$ cat config.mk
export PLATFORM = sky130hd
export DESIGN_NAME = seq_sem_unit
export DESIGN_NICKNAME = d
export VERILOG_FILES = /design/src/rtl/seq_sem_pkg.sv /design/src/rtl/seq_sem_bank.sv /design/src/rtl/seq_sem_ctrl.sv /design/src/rtl/seq_sem_unit.sv
export SDC_FILE = /design/constraint.sdc
export NUM_CORES = 1
export LEC_CHECK = 0
export BUFFER_PORTS_ARGS = -buffer_cell sky130_fd_sc_hd__buf_2
export CELL_PAD_IN_SITES_DETAIL_PLACEMENT = 0
export CELL_PAD_IN_SITES_GLOBAL_PLACEMENT = 1
export CORE_ASPECT_RATIO = 0.5
export CORE_MARGIN = 1.5
export CORE_UTILIZATION = 47
export CTS_BUF_LIST = sky130_fd_sc_hd__clkbuf_4 sky130_fd_sc_hd__clkbuf_8 sky130_fd_sc_hd__clkbuf_16
export DETAILED_ROUTE_END_ITERATION = 8
export PLACE_DENSITY = 0.93
export SYNTH_ARGS = -nofsm -noshare
export SYNTH_HDL_FRONTEND = slang
export SYNTH_HIERARCHICAL = 1
export SYNTH_SLANG_ARGS = --single-unit
$ cat constraint.sdc
create_clock -name clk -period 5.6 [get_ports clk]
set_input_delay 0.56 -clock clk [delete_from_list [all_inputs] [get_ports clk]]
set_output_delay 0.56 -clock clk [all_outputs]
set_load 0.01 [all_outputs]
$ cat src/rtl/seq_sem_pkg.sv
package seq_sem_pkg;

    typedef enum logic [1:0] {
        OP_NOP  = 2'b00,
        OP_WAIT = 2'b01,
        OP_SIG  = 2'b10,
        OP_BAD  = 2'b11
    } sem_op_e;

    typedef enum logic [1:0] {
        Q_STOP = 2'b00,
        Q_RUN  = 2'b01,
        Q_WAIT = 2'b10
    } q_state_e;

endpackage

$ cat src/rtl/seq_sem_bank.sv
module seq_sem_bank #(
    parameter int unsigned CTR_W   = 64,
    parameter int unsigned NUM_CTR = 4,
    parameter int unsigned IDX_W   = 2
) (
    input  logic                              clk,
    input  logic                              rst,
    input  logic                              inc_en,
    input  logic [IDX_W-1:0]                  inc_idx,
    input  logic                              open_set_en,
    input  logic [IDX_W-1:0]                  open_set_idx,
    output logic [NUM_CTR-1:0][CTR_W-1:0]     ctr_o,
    output logic [NUM_CTR-1:0]                open_o
);

    typedef struct packed {
        logic [CTR_W-1:0] cnt;
        logic             open;
    } slot_t;

    for (genvar g = 0; g < NUM_CTR; g++) begin : g_slot
        slot_t slot_d, slot_q;

        always_comb begin
            slot_d = slot_q;
            if (inc_en && (inc_idx == IDX_W'(g))) begin
                slot_d.cnt  = slot_q.cnt + 1'b1;
                slot_d.open = 1'b0;
            end
            if (open_set_en && (open_set_idx == IDX_W'(g))) begin
                slot_d.open = 1'b1;
            end
        end

        always_ff @(posedge clk) begin
            if (rst) begin
                slot_q <= '0;
            end else begin
                slot_q <= slot_d;
            end
        end

        assign ctr_o[g]  = slot_q.cnt;
        assign open_o[g] = slot_q.open;
    end

endmodule

$ cat src/rtl/seq_sem_ctrl.sv
module seq_sem_ctrl
    import seq_sem_pkg::*;
#(
    parameter int unsigned CTR_W   = 64,
    parameter int unsigned NUM_CTR = 4,
    parameter int unsigned IDX_W   = 2
) (
    input  logic                              clk,
    input  logic                              rst,
    input  logic                              doorbell,
    input  logic                              cmd_valid,
    input  logic [1:0]                        cmd_op,
    input  logic [IDX_W-1:0]                  cmd_idx,
    input  logic [CTR_W-1:0]                  cmd_value,
    input  logic                              timeout,
    input  logic                              user_wr_en,
    input  logic [NUM_CTR-1:0][CTR_W-1:0]     ctr,
    input  logic [NUM_CTR-1:0]                open,
    output logic                              cmd_ready,
    output logic                              fault,
    output logic                              user_wr_rej,
    output logic                              inc_en,
    output logic [IDX_W-1:0]                  inc_idx,
    output logic                              open_set_en,
    output logic [IDX_W-1:0]                  open_set_idx
);

    typedef struct packed {
        q_state_e         st;
        logic [IDX_W-1:0] widx;
        logic [CTR_W-1:0] wtgt;
        logic             fault;
        logic             rej;
    } ctrl_t;

    ctrl_t r_d, r_q;
    logic  wait_met;

    assign wait_met = (ctr[r_q.widx] >= r_q.wtgt);

    always_comb begin
        r_d          = r_q;
        r_d.rej      = user_wr_en;
        inc_en       = 1'b0;
        inc_idx      = cmd_idx;
        open_set_en  = 1'b0;
        open_set_idx = r_q.widx;

        case (r_q.st)
            Q_STOP: begin
                if (doorbell) begin
                    r_d.st = Q_RUN;
                end
            end
            Q_RUN: begin
                if (cmd_valid) begin
                    case (sem_op_e'(cmd_op))
                        OP_NOP: ;
                        OP_WAIT: begin
                            if (open[cmd_idx]) begin
                                r_d.fault = 1'b1;
                            end else begin
                                r_d.st   = Q_WAIT;
                                r_d.widx = cmd_idx;
                                r_d.wtgt = cmd_value;
                            end
                        end
                        OP_SIG: begin
                            if (open[cmd_idx]) begin
                                inc_en = 1'b1;
                            end else begin
                                r_d.fault = 1'b1;
                            end
                        end
                        default: r_d.fault = 1'b1;
                    endcase
                end
            end
            Q_WAIT: begin
                if (wait_met) begin
                    open_set_en = 1'b1;
                    r_d.st      = Q_RUN;
                end else if (timeout) begin
                    r_d.fault = 1'b1;
                    r_d.st    = Q_STOP;
                end
            end
            default: r_d.st = Q_STOP;
        endcase
    end

    always_ff @(posedge clk) begin
        if (rst) begin
            r_q <= '{st: Q_STOP, widx: '0, wtgt: '0, fault: 1'b0, rej: 1'b0};
        end else begin
            r_q <= r_d;
        end
    end

    assign cmd_ready   = (r_q.st == Q_RUN);
    assign fault       = r_q.fault;
    assign user_wr_rej = r_q.rej;

endmodule

$ cat src/rtl/seq_sem_unit.sv
module seq_sem_unit #(
    parameter int unsigned CTR_W   = 64,
    parameter int unsigned NUM_CTR = 4,
    localparam int unsigned IDX_W  = (NUM_CTR > 1) ? $clog2(NUM_CTR) : 1
) (
    input  logic               clk,
    input  logic               rst,
    input  logic               doorbell,
    input  logic               cmd_valid,
    output logic               cmd_ready,
    input  logic [1:0]         cmd_op,
    input  logic [IDX_W-1:0]   cmd_idx,
    input  logic [CTR_W-1:0]   cmd_value,
    input  logic               timeout,
    input  logic               user_wr_en,
    output logic               user_wr_rej,
    input  logic [IDX_W-1:0]   rd_idx,
    output logic [CTR_W-1:0]   rd_data,
    output logic [NUM_CTR-1:0] sect_open,
    output logic               fault
);

    logic [NUM_CTR-1:0][CTR_W-1:0] ctr_all;
    logic [NUM_CTR-1:0]            open_all;
    logic                          inc_en;
    logic [IDX_W-1:0]              inc_idx;
    logic                          open_set_en;
    logic [IDX_W-1:0]              open_set_idx;

    seq_sem_ctrl #(
        .CTR_W   (CTR_W),
        .NUM_CTR (NUM_CTR),
        .IDX_W   (IDX_W)
    ) ctrl_i (
        .clk          (clk),
        .rst          (rst),
        .doorbell     (doorbell),
        .cmd_valid    (cmd_valid),
        .cmd_op       (cmd_op),
        .cmd_idx      (cmd_idx),
        .cmd_value    (cmd_value),
        .timeout      (timeout),
        .user_wr_en   (user_wr_en),
        .ctr          (ctr_all),
        .open         (open_all),
        .cmd_ready    (cmd_ready),
        .fault        (fault),
        .user_wr_rej  (user_wr_rej),
        .inc_en       (inc_en),
        .inc_idx      (inc_idx),
        .open_set_en  (open_set_en),
        .open_set_idx (open_set_idx)
    );

    seq_sem_bank #(
        .CTR_W   (CTR_W),
        .NUM_CTR (NUM_CTR),
        .IDX_W   (IDX_W)
    ) bank_i (
        .clk          (clk),
        .rst          (rst),
        .inc_en       (inc_en),
        .inc_idx      (inc_idx),
        .open_set_en  (open_set_en),
        .open_set_idx (open_set_idx),
        .ctr_o        (ctr_all),
        .open_o       (open_all)
    );

    assign rd_data   = ctr_all[rd_idx];
    assign sect_open = open_all;

endmodule

# Word-level counts from Yosys, hierarchy flattened
# Index checks and enable logic that the tools add are counted.
# word_totals
register_bits	330
input_bits	76
out_inout_bits	71
# classes
n_addsub	4
magnitude_cmp	4
eq_ne	20
n_mux	33
bitwise	1
n_reduce_logical	20
# op_table
op	count
64-bit by 1-bit adder with 64-bit output (second input constant)	4
64-bit binary-select mux with 2-bit select	2
68-bit 2-to-1 mux	2
64-bit 2-to-1 mux	2
69-bit 2-to-1 mux	1
64-bit >= comparator	1
1-bit 2-to-1 mux	19
2-bit equality test (second input constant)	6
2-bit != test (second input constant)	6
2-bit nonzero test	5
2-bit by 3-bit less-than comparator with 1-bit output (second input constant)	3
2-bit by 1-bit equality test with 1-bit output (second input constant)	4
1-bit logical AND	8
2-bit zero test	4
7-bit AND reduction	1
2-bit 2-to-1 mux	3
3-bit by 2-bit != test with 1-bit output (second input constant)	2
2-bit one-hot mux with 3 select lines	1
5-bit AND reduction	1
4-bit AND reduction	1
3-bit != test (second input constant)	1
1-bit one-hot mux with 3 select lines	1
1-bit binary-select mux with 2-bit select	1
2-bit by 1-bit != test with 1-bit output (second input constant)	1
other kinds (2)	2

# Depth between registers and ports, before layout
# depth
ltp_word	9
depth_mapped	15
ltp_nobuf	14

# Cells and area by module
# Netlist, hierarchy kept.
# by_module_without_submodules
module	n_inst	cells_per_inst	area_per_inst_um2
seq_sem_bank	1	1473	12170.4
seq_sem_ctrl	1	638	5726.7
seq_sem_unit	1	78	1622.8

# Worst setup path before layout
# Ideal clock, no wire load.
# synth_timing
path_type	register -> register
from	register ctrl_i.r_q, in the netlist ctrl_i/open_set_idx[0]
to	register bank_i.g_slot[3].slot_q, in the netlist bank_i/open_o[3]
setup_ps	65
arrival_time_ps	3855
setup_slack_ps	1680
path_stages_with_launch	15
n_path_buf	2
period_less_slack_ps	3920
cell_sequence	dfxtp_1 clkbuf_1 buf_1 mux4_2 ha_1 nand4_1 or2_1 o41ai_1 o41ai_1 a2111o_1 nand2_1 and2_1 nand2_1 a2bb2oi_1 nor2_1
# synth_via
elab_chain_len	7
elab_cells_between_ends	9
# synth_rtl
item	line_no	rtl
from (decl)	seq_sem_ctrl.sv:36	ctrl_t r_d, r_q;
from (signal assigned)	seq_sem_ctrl.sv:94	r_q <= '{st: Q_STOP, widx: '0, wtgt: '0, fault: 1'b0, rej: 1'b0};
from (signal assigned)	seq_sem_ctrl.sv:96	r_q <= r_d;
64-bit binary-select mux with 2-bit select (*)	seq_sem_ctrl.sv:39	assign wait_met = (ctr[r_q.widx] >= r_q.wtgt);
64-bit 2-to-1 mux (not written as such) (*)	seq_sem_ctrl.sv:39	
64-bit >= comparator (*)	seq_sem_ctrl.sv:39	
1-bit 2-to-1 mux (*)	seq_sem_ctrl.sv:80	if (wait_met) begin
1-bit 2-to-1 mux (*)	seq_sem_ctrl.sv:49	case (r_q.st)
net open_set_en	seq_sem_unit.sv:27	logic open_set_en;
1-bit logical AND (*)	seq_sem_bank.sv:30	if (open_set_en && (open_set_idx == IDX_W'(g))) begin
1-bit 2-to-1 mux / 2-bit nonzero test (equally long branches)	n/a	
to (signal assigned)	seq_sem_bank.sv:39	slot_q <= slot_d;
to (decl)	seq_sem_bank.sv:22	slot_t slot_d, slot_q;
# The timed path passes the listed nets; every way through them passes the cells marked *. The select of a mux whose other input is x is not followed.
# A chain may end at the register's enable or synchronous reset.

# Worst setup path in the final report
# layout_timing
from	register ctrl_i.r_q, in the netlist ctrl_i/open_set_idx[0]
to	register bank_i.g_slot[1].slot_q, in the netlist bank_i/open_o[1]
# layout_via
elab_chain_len	7
elab_cells_between_ends	9
# layout_rtl
item	line_no
64-bit binary-select mux with 2-bit select (*)	seq_sem_ctrl.sv:39
64-bit 2-to-1 mux (not written as such) (*)	seq_sem_ctrl.sv:39
64-bit >= comparator (*)	seq_sem_ctrl.sv:39
1-bit 2-to-1 mux (*)	seq_sem_ctrl.sv:80
1-bit 2-to-1 mux (*)	seq_sem_ctrl.sv:49
net open_set_en	seq_sem_unit.sv:27
1-bit logical AND (*)	seq_sem_bank.sv:30
1-bit 2-to-1 mux / 2-bit nonzero test (equally long branches)	n/a
to (signal assigned)	seq_sem_bank.sv:39
to (decl)	seq_sem_bank.sv:22
# Marks and branches as above.

==> impl_metrics.csv <==
group,metric,value,unit
clock_network,cts_buffer_depth,3,
grt,grt_pass1_vias,16531,
sta,slew_violations,0,
sta,finalSetupTns,0,ns
clock_network,clock-sinks,330,
logic_synthesis,syn_nets,2337,
grt,antenna_found_initial,1,
setup_path,crit_arrival,5.19,ns
logic_synthesis,syn_inst,2189,
sta,timing.final.setup_violations,0,
setup_path,cp_cell_sequence,"buf_12 -> mux4_2 -> inv_1 -> ha_1 -> nand2b_1 -> a2111oi_0 -> o41ai_1 -> o41ai_1 -> a2111o_1 -> nand2_1 -> and2_1 -> nand2_1 -> nor2_1 -> a21oi_1 -> nor2_1",
floorplan,dieHeight,147.1,um
logic_synthesis,ys.warnings.count,6,
routing,drc,0,
logic_synthesis,syn_area,0.01952,mm^2
routing,drt_iter0_drc,1918,
routing,routedWlPerCell,20.42,um
grt,grt_overflow,0,
worst_hold_path,holdCritPathClass,"primary input to flop",
sta,fin_crit_sh,0.8482,
finish,n_antenna_cell,0,
sta,rsz0062_at_grt,"false",
clock_network,cts_tree,"yes",
power,powerDensity,237.4,mW/mm^2
finish,layout_commonest_cell,"dfxtp_1",
grt,met1_usage,0.3616,
logic_synthesis,syn_avg_cell_area,8.917,um^2
grt,grt.busiest_layer,"met2",
place,routabilityCongestion,0.9251,
grt,grt_pass1_wl,92070,um
power,vdd_drop_max,241.7,uV
finish,seq_area,0.006611,mm^2
setup_path,cp.required,6.04,ns
sta,fin_crit,4.750,ns
logic_synthesis,ys_seq_area_frac,0.3384,
logic_synthesis,synth_cell_types,66,
sta,hold_viol_final,0,
setup_path,cpPeakStageDelay,0.73,ns
run,drv_cap,0,
setup_path,critPathCaptureType,"flop",
logic_synthesis,async_reset_ff_frac,0,
place,hpwl,42350,um
clock_network,cts_hold_buf,0,
sta,fmax,210.5,MHz
grt,grt_max_degree,145,
clock_network,cts_made_buffers,31,
routing,vias,17663,
clock_network,cts_root_buf,"clkbuf_16",
finish,final_cell_mix,"328 x dfxtp_1, 250 x nand2_1, 200 x a21oi_1, 182 x nor2_1, 144 x buf_2",
floorplan,coreArea,0.04066,mm^2
clock_network,cts_setup_buffers,0,
routing,routed_wirelength,57880,um
finish,layout.cells.non_filler,2835,
routing,avgViaCountPerCell,6.230,
finish,drive_gt1_frac,0.1708,
logic_synthesis,ys.flop_type,"dfxtp_1",
floorplan,die_area,0.04284,mm^2
clock_network,htreeDepth,1,
clock_network,insertion_delay,0.59,ns
finish,multi_input_area,0.01194,mm^2
floorplan,start_util,0.4800,
place,post-place-cells,2778,
setup_path,crit_type,"flop to flop",
setup_path,startpoint_type,"flop",
floorplan,die_w,291.2,um
routing,firstDrtPassIters,5,
sta,worstMarginPinSlew,1.196,ns
power,leakage,7.353,nW
routing,drtAntennaViolNets,0,
finish,fin_nets,2419,
sta,slew_headroom,0.1963,
status,status,"finished clean",
finish,area_delta_synth_final,11.15,%
grt,grt_util_met2,0.4418,
grt,grtUsageMet3,0.04070,
place,io_buffers,146,
floorplan,io_pins,147,
setup_path,slowest_stage,"o41ai_1",
clock_network,postCtsResizedCells,0,
sta,final.setup_skew,0.01175,ns
setup_path,cp_max_fo,28,
grt,groute.usage.overall,0.2688,
finish,fill_cells,3696,
logic_synthesis,synth-edff-count,0,
logic_synthesis,ys_ff_latch,330,
clock_network,path_clk_slew,0.07,ns
floorplan,rows,52,
==> registers in the layout (all words and copies together), names as in the netlist <==
register	flops
bank_i/open_o	4
ctrl_i/fault	1
ctrl_i/r_q	66
ctrl_i/open_set_idx	2
ctrl_i/user_wr_rej	1
bank_i/ctr_o	256
==> routing by layer <==
layer	vias to the layer above	part of all wire	wire (um)
met2	737	0.46	26750
met3	133	0.077	4479
met5	-	0	0
met4	0	0.038	2178
li1	8259	-	-
met1	8534	0.42	24470
==> kinds of logic after synthesis <==
family / Yosys count / share of synthesized area
buffers and inverters: 221 / 0.05051
adder cells (fa/ha/maj): 72 / 0.04615
XOR/XNOR: 137 / 0.06147
multiplexers: 134 / 0.1524
AND/OR/NAND/NOR: 945 / 0.2516
flip-flops: 330 / 0.3384
AO/OA/AOI/OAI: 350 / 0.09948
==> Yosys cell counts (all sizes together) (72+ instances only) <==
cell type  number  area share
a21oi         200       0.051
clkbuf         80       0.015
dfxtp         330        0.34
ha             72       0.046
inv            99       0.019
mux4          129        0.15
nand2         250       0.048
nand3         100       0.026
nand4         108       0.035
nor2          182       0.035
o21ai          86       0.022
or3            80       0.026
xor2           87       0.039
==> power breakdown <==
part	internal [mW]	switching (mW)
Clock	1.44	0.977
Sequential	2.37	0.0222
Combinational	0.126	0.216
Total	3.94	1.21
==> worst paths after layout <==
kind / startpoint / endpoint / slack (ns) / depth (start not counted)
worst max register to register: ctrl_i/open_set_idx[0]$_SDFFE_PP0P_ / bank_i/open_o[1]$_SDFFE_PP0P_ / 0.85 / 15
worst max-delay path: ctrl_i/open_set_idx[0]$_SDFFE_PP0P_ / bank_i/open_o[1]$_SDFFE_PP0P_ / 0.85 / 15
worst min register to register: ctrl_i/r_q[16]$_SDFFE_PP0P_ / ctrl_i/r_q[16]$_SDFFE_PP0P_ / 0.45 / 2
worst min-delay path: user_wr_en / ctrl_i/user_wr_rej$_SDFF_PP0_ / 0.18 / 2
==> stage by stage <==
stage / instance area (um^2) / total power [mW] / worst slack, ns / util / hold WS (ns)
after global placement: 20540 / 2.780 / 1.083 / 0.5052 / 0.4442
after floorplan: 19520 / 2.687 / 1.680 / - / 0.4363
after detailed placement: 20540 / 2.784 / 1.057 / 0.5052 / 0.4470
final: 21700 / 5.152 / 0.8504 / 0.5335 / 0.1802
after CTS: 21700 / 5.169 / 1.013 / 0.5335 / 0.1671
after global routing: 21700 / 5.308 / 0.6154 / 0.5335 / 0.1952
==> final cells by class <==
class,instances,share of cell area
clock buffers,41,0.04123
flip-flops and latches,330,0.3047
multi-input cells,1638,0.5503
inverters,99,0.01713
clock inverters,16,0.01194
repair buffers,171,0.04348
well taps,540,0.03114
==> worst max-delay path: cells and delay by family, from the launching register on <==
kind                       cells  cell delay, ns
buffers and inverters          2            0.38
muxes                          1            0.53
DFF                            1            0.71
AOI/OAI and AO/OA              5            2.07
and+or+nand+nor                6            0.69
adders and majority gates      1            0.21
Note: power is estimated with default switching activity, not from simulation.
